[src/rtl/ofs_pkg.sv]
// Package: ofs_pkg
// Shared definitions for the interleaved offset canceller.
// Assumes nothing beyond IEEE 1800-2017 synthesis semantics.
package ofs_pkg;

    // Where the per-sample channel tag comes from.
    typedef enum logic {
        PH_EXTERNAL = 1'b0,
        PH_INTERNAL = 1'b1
    } phase_src_e;

endpackage

[src/rtl/ofs_phase_src.sv]
// Module: ofs_phase_src
// Produces the channel tag of the sample currently on the input. The tag is
// either passed through from the port, or generated by a modulo-NUM_CH
// counter that advances on every valid sample.
// Assumes NUM_CH fits in PH_W bits.
module ofs_phase_src
    import ofs_pkg::*;
#(
    parameter int         NUM_CH = 4,
    parameter int         PH_W   = 2,
    parameter phase_src_e SRC    = PH_EXTERNAL
) (
    input  logic            clk,
    input  logic            rst_n,
    input  logic            in_valid,
    input  logic [PH_W-1:0] in_phase,
    output logic [PH_W-1:0] phase
);

    localparam logic [PH_W-1:0] LAST_PH = PH_W'(NUM_CH - 1);

    generate
        if (SRC == PH_INTERNAL) begin : g_internal
            logic [PH_W-1:0] ph_q;
            logic            unused_ext;

            // Step the round-robin phase on each accepted sample.
            always_ff @(posedge clk) begin
                if (!rst_n)
                    ph_q <= '0;
                else if (in_valid)
                    ph_q <= (ph_q == LAST_PH) ? '0 : ph_q + 1'b1;
            end

            assign phase      = ph_q;
            assign unused_ext = ^in_phase;
        end else begin : g_external
            logic unused_ctl;

            assign phase      = in_phase;
            assign unused_ctl = clk ^ rst_n ^ in_valid;
        end
    endgenerate

endmodule

[src/rtl/ofs_chan_acc.sv]
// Module: ofs_chan_acc
// Per-channel block averager. It sums 2**LOG2_N samples of one channel and,
// on the last one, loads the floor mean into the estimate and clears the sum.
// Assumes the accumulator is DATA_W+LOG2_N bits wide, so a full block of
// full-scale samples cannot overflow.
module ofs_chan_acc #(
    parameter int DATA_W = 12,
    parameter int LOG2_N = 4
) (
    input  logic              clk,
    input  logic              rst_n,
    input  logic              hit,
    input  logic [DATA_W-1:0] sample,
    output logic [DATA_W-1:0] est
);

    localparam int ACC_W = DATA_W + LOG2_N;

    logic signed [ACC_W-1:0]  acc_q;
    logic        [LOG2_N-1:0] cnt_q;
    logic signed [ACC_W-1:0]  sum_next;
    logic                     last;

    // Running sum including the present sample, and the block-end flag.
    always_comb begin
        sum_next = acc_q + ACC_W'($signed(sample));
        last     = (cnt_q == '1);
    end

    // Accumulate, and at block end publish the mean and start a new block.
    always_ff @(posedge clk) begin
        if (!rst_n) begin
            acc_q <= '0;
            cnt_q <= '0;
            est   <= '0;
        end else if (hit) begin
            cnt_q <= cnt_q + 1'b1;
            if (last) begin
                acc_q <= '0;
                est   <= DATA_W'(sum_next >>> LOG2_N);
            end else begin
                acc_q <= sum_next;
            end
        end
    end

    // samples of other channels leave this estimate alone.
    assert_other_chan_R5: assert property (@(posedge clk) disable iff (!rst_n)
        !hit |=> $stable(est) && $stable(cnt_q));

    // inside a block the previous estimate stays in force.
    assert_hold_mid_block_R4: assert property (@(posedge clk) disable iff (!rst_n)
        (hit && !last) |=> $stable(est));

endmodule

[src/rtl/ofs_sub_sat.sv]
// Module: ofs_sub_sat
// Output stage: subtracts the channel estimate from the sample, clips the
// result to DATA_W signed bits and registers it with its valid and tag.
// Assumes both operands are two's complement of DATA_W bits.
module ofs_sub_sat #(
    parameter int DATA_W = 12,
    parameter int PH_W   = 2
) (
    input  logic              clk,
    input  logic              rst_n,
    input  logic              in_valid,
    input  logic [DATA_W-1:0] sample,
    input  logic [DATA_W-1:0] est_sel,
    input  logic [PH_W-1:0]   phase,
    output logic              out_valid,
    output logic [DATA_W-1:0] out_data,
    output logic [PH_W-1:0]   out_phase
);

    localparam logic [DATA_W-1:0] POS_MAX = {1'b0, {(DATA_W-1){1'b1}}};
    localparam logic [DATA_W-1:0] NEG_MAX = {1'b1, {(DATA_W-1){1'b0}}};

    logic signed [DATA_W:0]   diff;
    logic        [DATA_W-1:0] clipped;

    // One extra bit of headroom, then clip on sign disagreement.
    always_comb begin
        diff = (DATA_W+1)'($signed(sample)) - (DATA_W+1)'($signed(est_sel));
        if (diff[DATA_W] != diff[DATA_W-1])
            clipped = diff[DATA_W] ? NEG_MAX : POS_MAX;
        else
            clipped = diff[DATA_W-1:0];
    end

    // Register the corrected sample; valid is the only reset-critical bit.
    always_ff @(posedge clk) begin
        if (!rst_n) begin
            out_valid <= 1'b0;
            out_data  <= '0;
            out_phase <= '0;
        end else begin
            out_valid <= in_valid;
            if (in_valid) begin
                out_data  <= clipped;
                out_phase <= phase;
            end
        end
    end

endmodule

[src/rtl/ofs_canceller.sv]
// Module: ofs_canceller
// Background DC-offset canceller for a time-interleaved ADC stream. Each
// interleave phase has its own block averager. Every sample is corrected
// with its channel's current estimate and leaves one cycle later.
// Assumes the input carries no DC of its own and that in_phase < NUM_CH
// whenever in_valid is high.
module ofs_canceller
    import ofs_pkg::*;
#(
    parameter int         DATA_W    = 12,
    parameter int         NUM_CH    = 4,
    parameter int         LOG2_N    = 4,
    parameter phase_src_e PHASE_SRC = PH_EXTERNAL,
    localparam int        PH_W      = $clog2(NUM_CH)
) (
    input  logic                     clk,
    input  logic                     rst_n,
    input  logic                     in_valid,
    input  logic [DATA_W-1:0]        in_data,
    input  logic [PH_W-1:0]          in_phase,
    output logic                     out_valid,
    output logic [DATA_W-1:0]        out_data,
    output logic [PH_W-1:0]          out_phase,
    output logic [NUM_CH*DATA_W-1:0] ofs_est
);

    logic [PH_W-1:0]   cur_phase;
    logic [DATA_W-1:0] est_q [NUM_CH];
    logic [DATA_W-1:0] est_sel;

    // Tag source for the current sample.
    ofs_phase_src #(.NUM_CH(NUM_CH), .PH_W(PH_W), .SRC(PHASE_SRC)) u_phase (
        .clk      (clk),
        .rst_n    (rst_n),
        .in_valid (in_valid),
        .in_phase (in_phase),
        .phase    (cur_phase)
    );

    // One averager per interleave phase.
    generate
        for (genvar c = 0; c < NUM_CH; c++) begin : g_chan
            logic hit;
            assign hit = in_valid && (cur_phase == PH_W'(c));

            ofs_chan_acc #(.DATA_W(DATA_W), .LOG2_N(LOG2_N)) u_acc (
                .clk    (clk),
                .rst_n  (rst_n),
                .hit    (hit),
                .sample (in_data),
                .est    (est_q[c])
            );

            assign ofs_est[c*DATA_W +: DATA_W] = est_q[c];
        end
    endgenerate

    // Pick the estimate that belongs to the present sample.
    assign est_sel = est_q[cur_phase];

    // Subtract, clip and register.
    ofs_sub_sat #(.DATA_W(DATA_W), .PH_W(PH_W)) u_out (
        .clk       (clk),
        .rst_n     (rst_n),
        .in_valid  (in_valid),
        .sample    (in_data),
        .est_sel   (est_sel),
        .phase     (cur_phase),
        .out_valid (out_valid),
        .out_data  (out_data),
        .out_phase (out_phase)
    );

    // reset clears the estimates and the output strobe.
    assert_reset_state_R1: assert property (@(posedge clk)
        !rst_n |=> (!out_valid && ofs_est == '0));

    // one-cycle latency in both directions, and the tag travels along.
    assert_latency_R2: assert property (@(posedge clk) disable iff (!rst_n)
        in_valid |=> out_valid);
    assert_no_spurious_R2: assert property (@(posedge clk) disable iff (!rst_n)
        !in_valid |=> !out_valid);
    assert_tag_follows_R2: assert property (@(posedge clk) disable iff (!rst_n)
        in_valid |=> out_phase == $past(cur_phase));

    // idle cycles leave every estimate untouched.
    assert_idle_hold_R8: assert property (@(posedge clk) disable iff (!rst_n)
        !in_valid |=> $stable(ofs_est));

    // subtracting a non-positive estimate never lowers a non-negative sample.
    assert_sat_direction_R6: assert property (@(posedge clk) disable iff (!rst_n)
        (in_valid && !in_data[DATA_W-1] && (est_sel[DATA_W-1] || est_sel == '0))
        |=> $signed(out_data) >= $signed($past(in_data)));

endmodule

[config.mk]
export PLATFORM = sky130hd
export DESIGN_NAME = ofs_canceller
export DESIGN_NICKNAME = d
export VERILOG_FILES = /design/src/rtl/ofs_pkg.sv /design/src/rtl/ofs_phase_src.sv /design/src/rtl/ofs_chan_acc.sv /design/src/rtl/ofs_sub_sat.sv /design/src/rtl/ofs_canceller.sv
export SDC_FILE = /design/constraint.sdc
export NUM_CORES = 1
export LEC_CHECK = 0
export ABC_AREA = 1
export BUFFER_PORTS_ARGS = -buffer_cell sky130_fd_sc_hd__buf_2
export CAP_MARGIN = 20
export CELL_PAD_IN_SITES_DETAIL_PLACEMENT = 0
export CELL_PAD_IN_SITES_GLOBAL_PLACEMENT = 1
export CORE_ASPECT_RATIO = 0.75
export CORE_MARGIN = 2
export CORE_UTILIZATION = 39
export CTS_CLUSTER_DIAMETER = 120
export CTS_CLUSTER_SIZE = 8
export DETAILED_ROUTE_END_ITERATION = 10
export PLACE_DENSITY = 0.79
export SYNTH_ARGS = -nofsm -noshare
export SYNTH_HDL_FRONTEND = slang
export SYNTH_SLANG_ARGS = --single-unit
[constraint.sdc]
create_clock -name clk -period 3.02 [get_ports clk]
set_clock_uncertainty 0.2 [all_clocks]
set_input_delay 0.151 -clock clk [delete_from_list [all_inputs] [get_ports clk]]
set_output_delay 0.151 -clock clk [all_outputs]
set_load 0.03 [all_outputs]
==> impl_metrics.ini, run 1 <==
[run_status]
status = finished clean

[power_and_ir_drop]
seqPwrFrac = 0.394
p_per_area_nw_per_um2 = 459
p_leak_nw = 5.42
total_switching_power_mw = 1.55
pwr-share-comb = 0.169
ir_drop_mv = 0.414
sw_frac_of_total = 0.309
p_total_mw = 5.02
power.internal_mw = 3.47
p_clk_frac = 0.438

[synth]
ys.flop_type = dfxtp_1
synth.net_count = 1550
async_reset_ff_frac = 0
synth-seq-cells = 143
syn_area_per_cell_um2 = 6.57
ys_warn_count = 0
synth.distinct_cells = 39
seq_area_frac_synth = 0.300
synth_cells = 1451
synth_edf_count = 0
synth_area_um2 = 9530

[sta]
post-route-min-period_ps = 2830
fin_hold_ws_ps = 108
fmax_mhz = 353
min_period_over_period = 0.937
slew_headroom = 0.594
setup_viol = 0
tightest_slew_ps = 602
finalHoldViolations = 0
maxSlewViolCount = 0

[clock_network]
numCtsBuffers = 17
clkTransAtPathRegs_ps = 70
clk_latency_ps = 440
htreeDepth = 4
cts_tree = done
cts.path.max_buffers = 2
clockRootBuffer = clkbuf_16
numClockSinks = 143

[route]
avgViaCountPerCell = 5.07
vias = 9468
dr.pass1.iters = 7
drt_iter0_drc = 643
antenna_left = 0
drcViolationCount = 0
wirelength_um = 30100
wire_per_inst_um = 16.1

[critical_path]
end_kind = register
cp_max_fo = 11
path_cells = dlygate4sd3_1 > clkbuf_4 > nand2_2 > inv_2 > a221oi_1 > ha_1 > nand2_1 > inv_1 > nand2_1 > nand2_1 > nand2_1 > nand3_1 > nand2_1 > nand2_1 > a21oi_1 > buf_4 > a21oi_1
cpMaxStageDelayCell = dlygate4sd3_1
crit_arrival_ps = 2950
crit_start = in_phase[0]
rr_startpoint = g_chan[0].u_acc.est[7]
endpoint = u_out.out_data[4]
reg2reg_depth = 13
critPathMaxStageDelay_ps = 530
path_class = primary input to register
worstPathRequired_ps = 3140
cp_common_cell = nand2_1
rr_endpoint = u_out.out_data[4]
r2r_slack_ps = 390
start_kind = primary input

[final_layout]
multi_input_area_um2 = 5800
final.fill_count = 2547
fin_cells = 1868
final_area_um2 = 10900
seqCellArea_um2 = 2860
drive_above_1_share = 0.0989
layout.nets = 1623
diodes = 0
areaGrowthSynthToFinish_pct = 14.7

[place]
numPortBuffers = 79
dp_cells = 1830
detailed_place.area_um2 = 10200
hpwl_um = 22600
place.gp.congestion = 0.881

[run]
max-cap-violations = 0

[die]
pin_count = 80
die_w_um = 184
rows = 49
floorplan.initialDensity = 0.398
die-area_um2 = 25700
die_y_um = 139
core_area_um2 = 24000

[global_route]
grt_overflow = 0
grt.total_usage = 0.239
antenna_found_initial = 0
grt_pass1_vias = 8419
grt_max_degree = 98
grt_pass1_wl_um = 47000

[hold_path]
hold_class = primary input to register
## layer usage
layer	vias up	track usage	wire [µm]
met1	4319	0.347	15100
met3	22	0.0374	1550
met4	0	0.0497	337
li1	4919	-	-
met2	208	0.372	13100
met5	-	0	0
## power groups by stage
stage / Sequential [mW] / Combinational (mW) / Clock [mW]
5_1_grt: 1.98 / 0.958 / 2.31
6_report: 1.98 / 0.846 / 2.20
2_1_floorplan: 2.04 / 0.562 / 0
4_1_cts: 1.98 / 0.836 / 2.23
3_3_place_gp: 2.02 / 0.822 / 0
3_5_place_dp: 2.02 / 0.825 / 0
## stage by stage
stage | setup TNS (ps) | utilization | setup WS (ps)
2_1_floorplan | 0 | - | 432
3_3_place_gp | 0 | 0.426 | 170
3_5_place_dp | 0 | 0.426 | 96.0
4_1_cts | 0 | 0.454 | 17.9
5_1_grt | -15.7 | 0.456 | -7.27
6_report | 0 | 0.456 | 190
## critical path, delay by kind of cell
family / cells / cell delay, ps
AO/OA/AOI/OAI: 3 / 610
AND/OR/NAND/NOR: 8 / 740
buffers and inverters: 5 / 1080
adder cells (fa/ha/maj): 1 / 360
## layout make-up
type	count	area share
Clock inverter	13	0.0138
Clock buffer	19	0.0405
Sequential cell	143	0.262
Timing Repair Buffer	92	0.0478
Tap cell	331	0.0379
Inverter	197	0.0678
Multi-Input combinational cell	1073	0.530
## registers in the layout (all words and copies together) (netlist names)
register and count:
g_chan.u_acc.acc_q 64, g_chan.u_acc.est 48, g_chan.u_acc.cnt_q 16, u_out.out_data 12
u_out.out_phase 2, u_out.out_valid 1
## synth_stat cells, types with 2 or more instances
cell	instances	area (µm²)
o211ai_1	6	45.0
a31oi_1	5	31.3
o21ai_1	5	25.0
nand3b_1	13	97.6
a22oi_1	3	22.5
a21o_1	11	82.6
buf_2	7	35.0
clkbuf_1	22	82.6
inv_2	10	37.5
buf_6	2	22.5
fa_1	5	100
inv_1	187	702
a221oi_1	11	96.3
buf_4	4	30.0
and2_1	2	12.5
xnor2_1	11	96.3
nor4_1	9	56.3
nand4_1	15	93.8
ha_1	77	963
o21ai_0	74	370
dfxtp_1	143	2860
nand3_1	80	400
nand2_1	399	1500
nor2_4	6	67.6
nor2_1	115	432
buf_1	3	11.3
a21oi_1	173	866
nor3_1	13	65.1
xor2_1	19	166
nor2_2	3	18.8
o22ai_1	10	62.6
## cells in the final DEF, fill, tap and decap left out, drive strengths merged, types with 2 or more instances in the layout
cell type    count
buf             85
nand3           81
nand4           15
nand3b          13
a21oi          173
dfxtp          143
a31oi            6
o22ai           10
o211ai           6
dlygate4sd3      6
fa               5
a22oi            3
inv            203
nor2           124
nand2          400
nor3            14
a221oi          11
xnor2           11
a21o            11
and2             2
bufinv           2
clkbuf          20
o21ai           79
clkinvlp         4
xor2            19
ha              77
nor4             9
## repair_timing
item / CTS / global route
hold endpoints to repair: 17 / 0
buffers inserted: 0 / 0
endpoints found under the setup margin: 0 / 11
hold buffers: 6 / 0
resized for setup: 0 / 13
## worst min-delay path by stage
stage | cells past startpoint | start | endpoint | slack (ps)
floorplan | 3 | in_phase[1] | g_chan[1].u_acc.cnt_q[2] | 130
global placement | 2 | g_chan[3].u_acc.acc_q[7] | g_chan[3].u_acc.acc_q[7] | 260
detailed placement | 1 | g_chan[0].u_acc.cnt_q[2] | g_chan[0].u_acc.cnt_q[2] | 260
CTS | 5 | in_phase[1] | g_chan[3].u_acc.cnt_q[2] | 80
global route | 5 | in_phase[1] | g_chan[3].u_acc.cnt_q[2] | 140
finish | 5 | in_phase[1] | g_chan[3].u_acc.cnt_q[2] | 110
## logic make-up after synthesis
family | count (synthesis) | synth area share
AO/OA/AOI/OAI | 301 | 0.172
adder cells (fa/ha/maj) | 82 | 0.112
flip-flops | 143 | 0.300
buffers and inverters | 235 | 0.0966
XOR/XNOR | 30 | 0.0276
AND/OR/NAND/NOR | 660 | 0.292
Power figures use the tool's default switching activity.
==> run 2: changes to the inputs <==
Settings changed: CELL_PAD_IN_SITES_DETAIL_PLACEMENT 0 to not set, CELL_PAD_IN_SITES_GLOBAL_PLACEMENT 1 to not set, PLACE_DENSITY 0.79 to 0.61.
==> run 2 against run 1 <==
- sequential share of layout area grew 0.21 points
- worst setup slack gained 110 ps
- count of clock-buffer cells in the layout shrank 2
- critical path type is now register to register
==> impl_metrics.ini, run 2 (synthesis gave the netlist of run 1 again) <==
[clock_network]
postCtsSetupBuffers = 0
numCtsBuffers = 17
clk_latency_ps = 440
clkTransAtPathRegs_ps = 60
numClockSinks = 143
htreeDepth = 4
clockRootBuffer = clkbuf_16
cts_tree = done
cts.path.max_buffers = 2

[route]
wirelength_um = 30300
dr.pass1.iters = 7
antenna_left = 0
vias = 9545
avgViaCountPerCell = 5.10
wire_per_inst_um = 16.2
drcViolationCount = 0
drt_iter0_drc = 874

[final_layout]
fin_cells = 1871
final_core_util = 0.452
reg_top3 = g_chan.u_acc.acc_q x64, g_chan.u_acc.est x48, g_chan.u_acc.cnt_q x16
largest_register_ffs = 64
regMostFlops = g_chan.u_acc.acc_q
layout_commonest_cell = nand2_1
layout.nets = 1625
layout_common_cells = nand2_1, inv_1, a21oi_1, dfxtp_1, nor2_1
areaGrowthSynthToFinish_pct = 13.8
drive_above_1_share = 0.0949

[sta]
post-route-min-period_ps = 2720
min_period_over_period = 0.900
setup_viol = 0
finalHoldViolations = 0
slew_headroom = 0.556
fmax_mhz = 368
finalSetupTns_ps = 0
tightest_slew_ps = 659
rsz0062_at_grt = no
maxSlewViolCount = 0

[global_route]
grt_pass1_wl_um = 46700
busiest_layer = met1
grt.total_usage = 0.237
grt_max_degree = 99
grt_overflow = 0
grtUsageMet3 = 0.0479
antenna_found_initial = 1
grt.met2_usage = 0.339
grt_util_met1 = 0.358
grt_pass1_vias = 8235

[critical_path]
reg2reg_depth = 13
worstPathRequired_ps = 3180
cp_max_fo = 11
endpoint = u_out.out_data[10]
start_kind = register
critPathMaxStageDelay_ps = 360
cp_common_cell = nand2_1
rr_endpoint = u_out.out_data[10]
path_cells = inv_1 > o22ai_1 > a221oi_1 > ha_1 > nand2_1 > inv_1 > a21oi_1 > nand3_1 > nand2_1 > nand2_1 > nand2_1 > nand2_1 > a21oi_1
r2r_slack_ps = 300
end_kind = register
cpMaxStageDelayCell = ha_1
crit_arrival_ps = 2880
path_class = register to register
crit_start = g_chan[0].u_acc.est[9]
rr_startpoint = g_chan[0].u_acc.est[9]

[die]
die_y_um = 139
die-area_um2 = 25700
die_w_um = 184
core_area_um2 = 24000
rows = 49
pin_count = 80
floorplan.initialDensity = 0.398

[power_and_ir_drop]
p_per_area_nw_per_um2 = 446
ir_drop_mv = 0.368
p_leak_nw = 5.39

[run_status]
status = finished clean

[place]
dp_cells = 1834
numPortBuffers = 79
place.gp.congestion = 0.913
hpwl_um = 22700

[run]
max-cap-violations = 0

[hold_path]
hold_class = primary input to register
## run 2: cell count changes in the layout (fill, tap and decap cells not counted), sizes merged, moves of 2 or more
cell | before | now
buf | 85 | 90
bufinv | 2 | 0
clkbuf | 20 | 17
clkinv | 1 | 3
dlygate4sd3 | 6 | 4
inv | 203 | 205
## run 2: worst min path at each step
stage	from	slack, ps	endpoint	cells after the start
floorplan	in_phase[1]	130	g_chan[1].u_acc.cnt_q[2]	3
global placement	g_chan[3].u_acc.acc_q[13]	260	g_chan[3].u_acc.acc_q[13]	2
detailed placement	g_chan[1].u_acc.acc_q[13]	260	g_chan[1].u_acc.acc_q[13]	2
CTS	in_data[0]	70	g_chan[0].u_acc.acc_q[0]	4
global route	in_data[0]	100	g_chan[0].u_acc.acc_q[0]	4
finish	in_data[0]	80	g_chan[0].u_acc.acc_q[0]	4
## run 2: final cells by class
| class | instances | area [µm²] |
|---|---|---|
| clock buffer | 17 | 425 |
| sequential | 143 | 2860 |
| fill | 2500 | 13100 |
| multi-input combinational | 1073 | 5750 |
| inverter | 197 | 741 |
| clock inverter | 15 | 125 |
| antenna | 1 | 2.50 |
| timing repair buffer | 94 | 531 |
| tap | 331 | 414 |
## run 2: metal layers
| metal | share of wire | vias to the layer above |
|---|---|---|
| met2 | 0.41 | 273 |
| met3 | 0.066 | 26 |
| met4 | 0.011 | 0 |
| met5 | 0 | - |
| met1 | 0.51 | 4329 |
| li1 | - | 4917 |
## run 2: critical path, delay by kind of cell (launching register included)
family | cells | cell delay [ps]
AO/OA/AOI/OAI | 4 | 820
AND/OR/NAND/NOR | 6 | 750
adder cells (fa/ha/maj) | 1 | 360
flip-flops | 1 | 320
buffers and inverters | 2 | 200
## run 2: report_power, final
group          leakage [nW]  internal (mW)  total, mW  switching, mW
logic                  3.97          0.266      0.838          0.572
registers              1.16           1.94       1.98         0.0333
clock network         0.260           1.07       2.03          0.951
total                  5.39           3.28       4.84           1.56
## run 2: timing repair
action | in CTS | in global routing
hold endpoints to repair | 14 | 0
hold buffers | 4 | 0
resized for setup | 0 | 0
## run 2: metrics by stage
stage | hold slack (ps) | instance area [µm²] | setup slack, ps | power, mW
finish | 75.9 | 10800 | 303 | 4.84
floorplan | 133 | 9530 | 432 | 2.61
detailed placement | 261 | 10300 | 97.4 | 2.84
global route | 101 | 10800 | 13.2 | 5.05
global placement | 257 | 10300 | 161 | 2.83
CTS | 69.3 | 10800 | 345 | 4.86
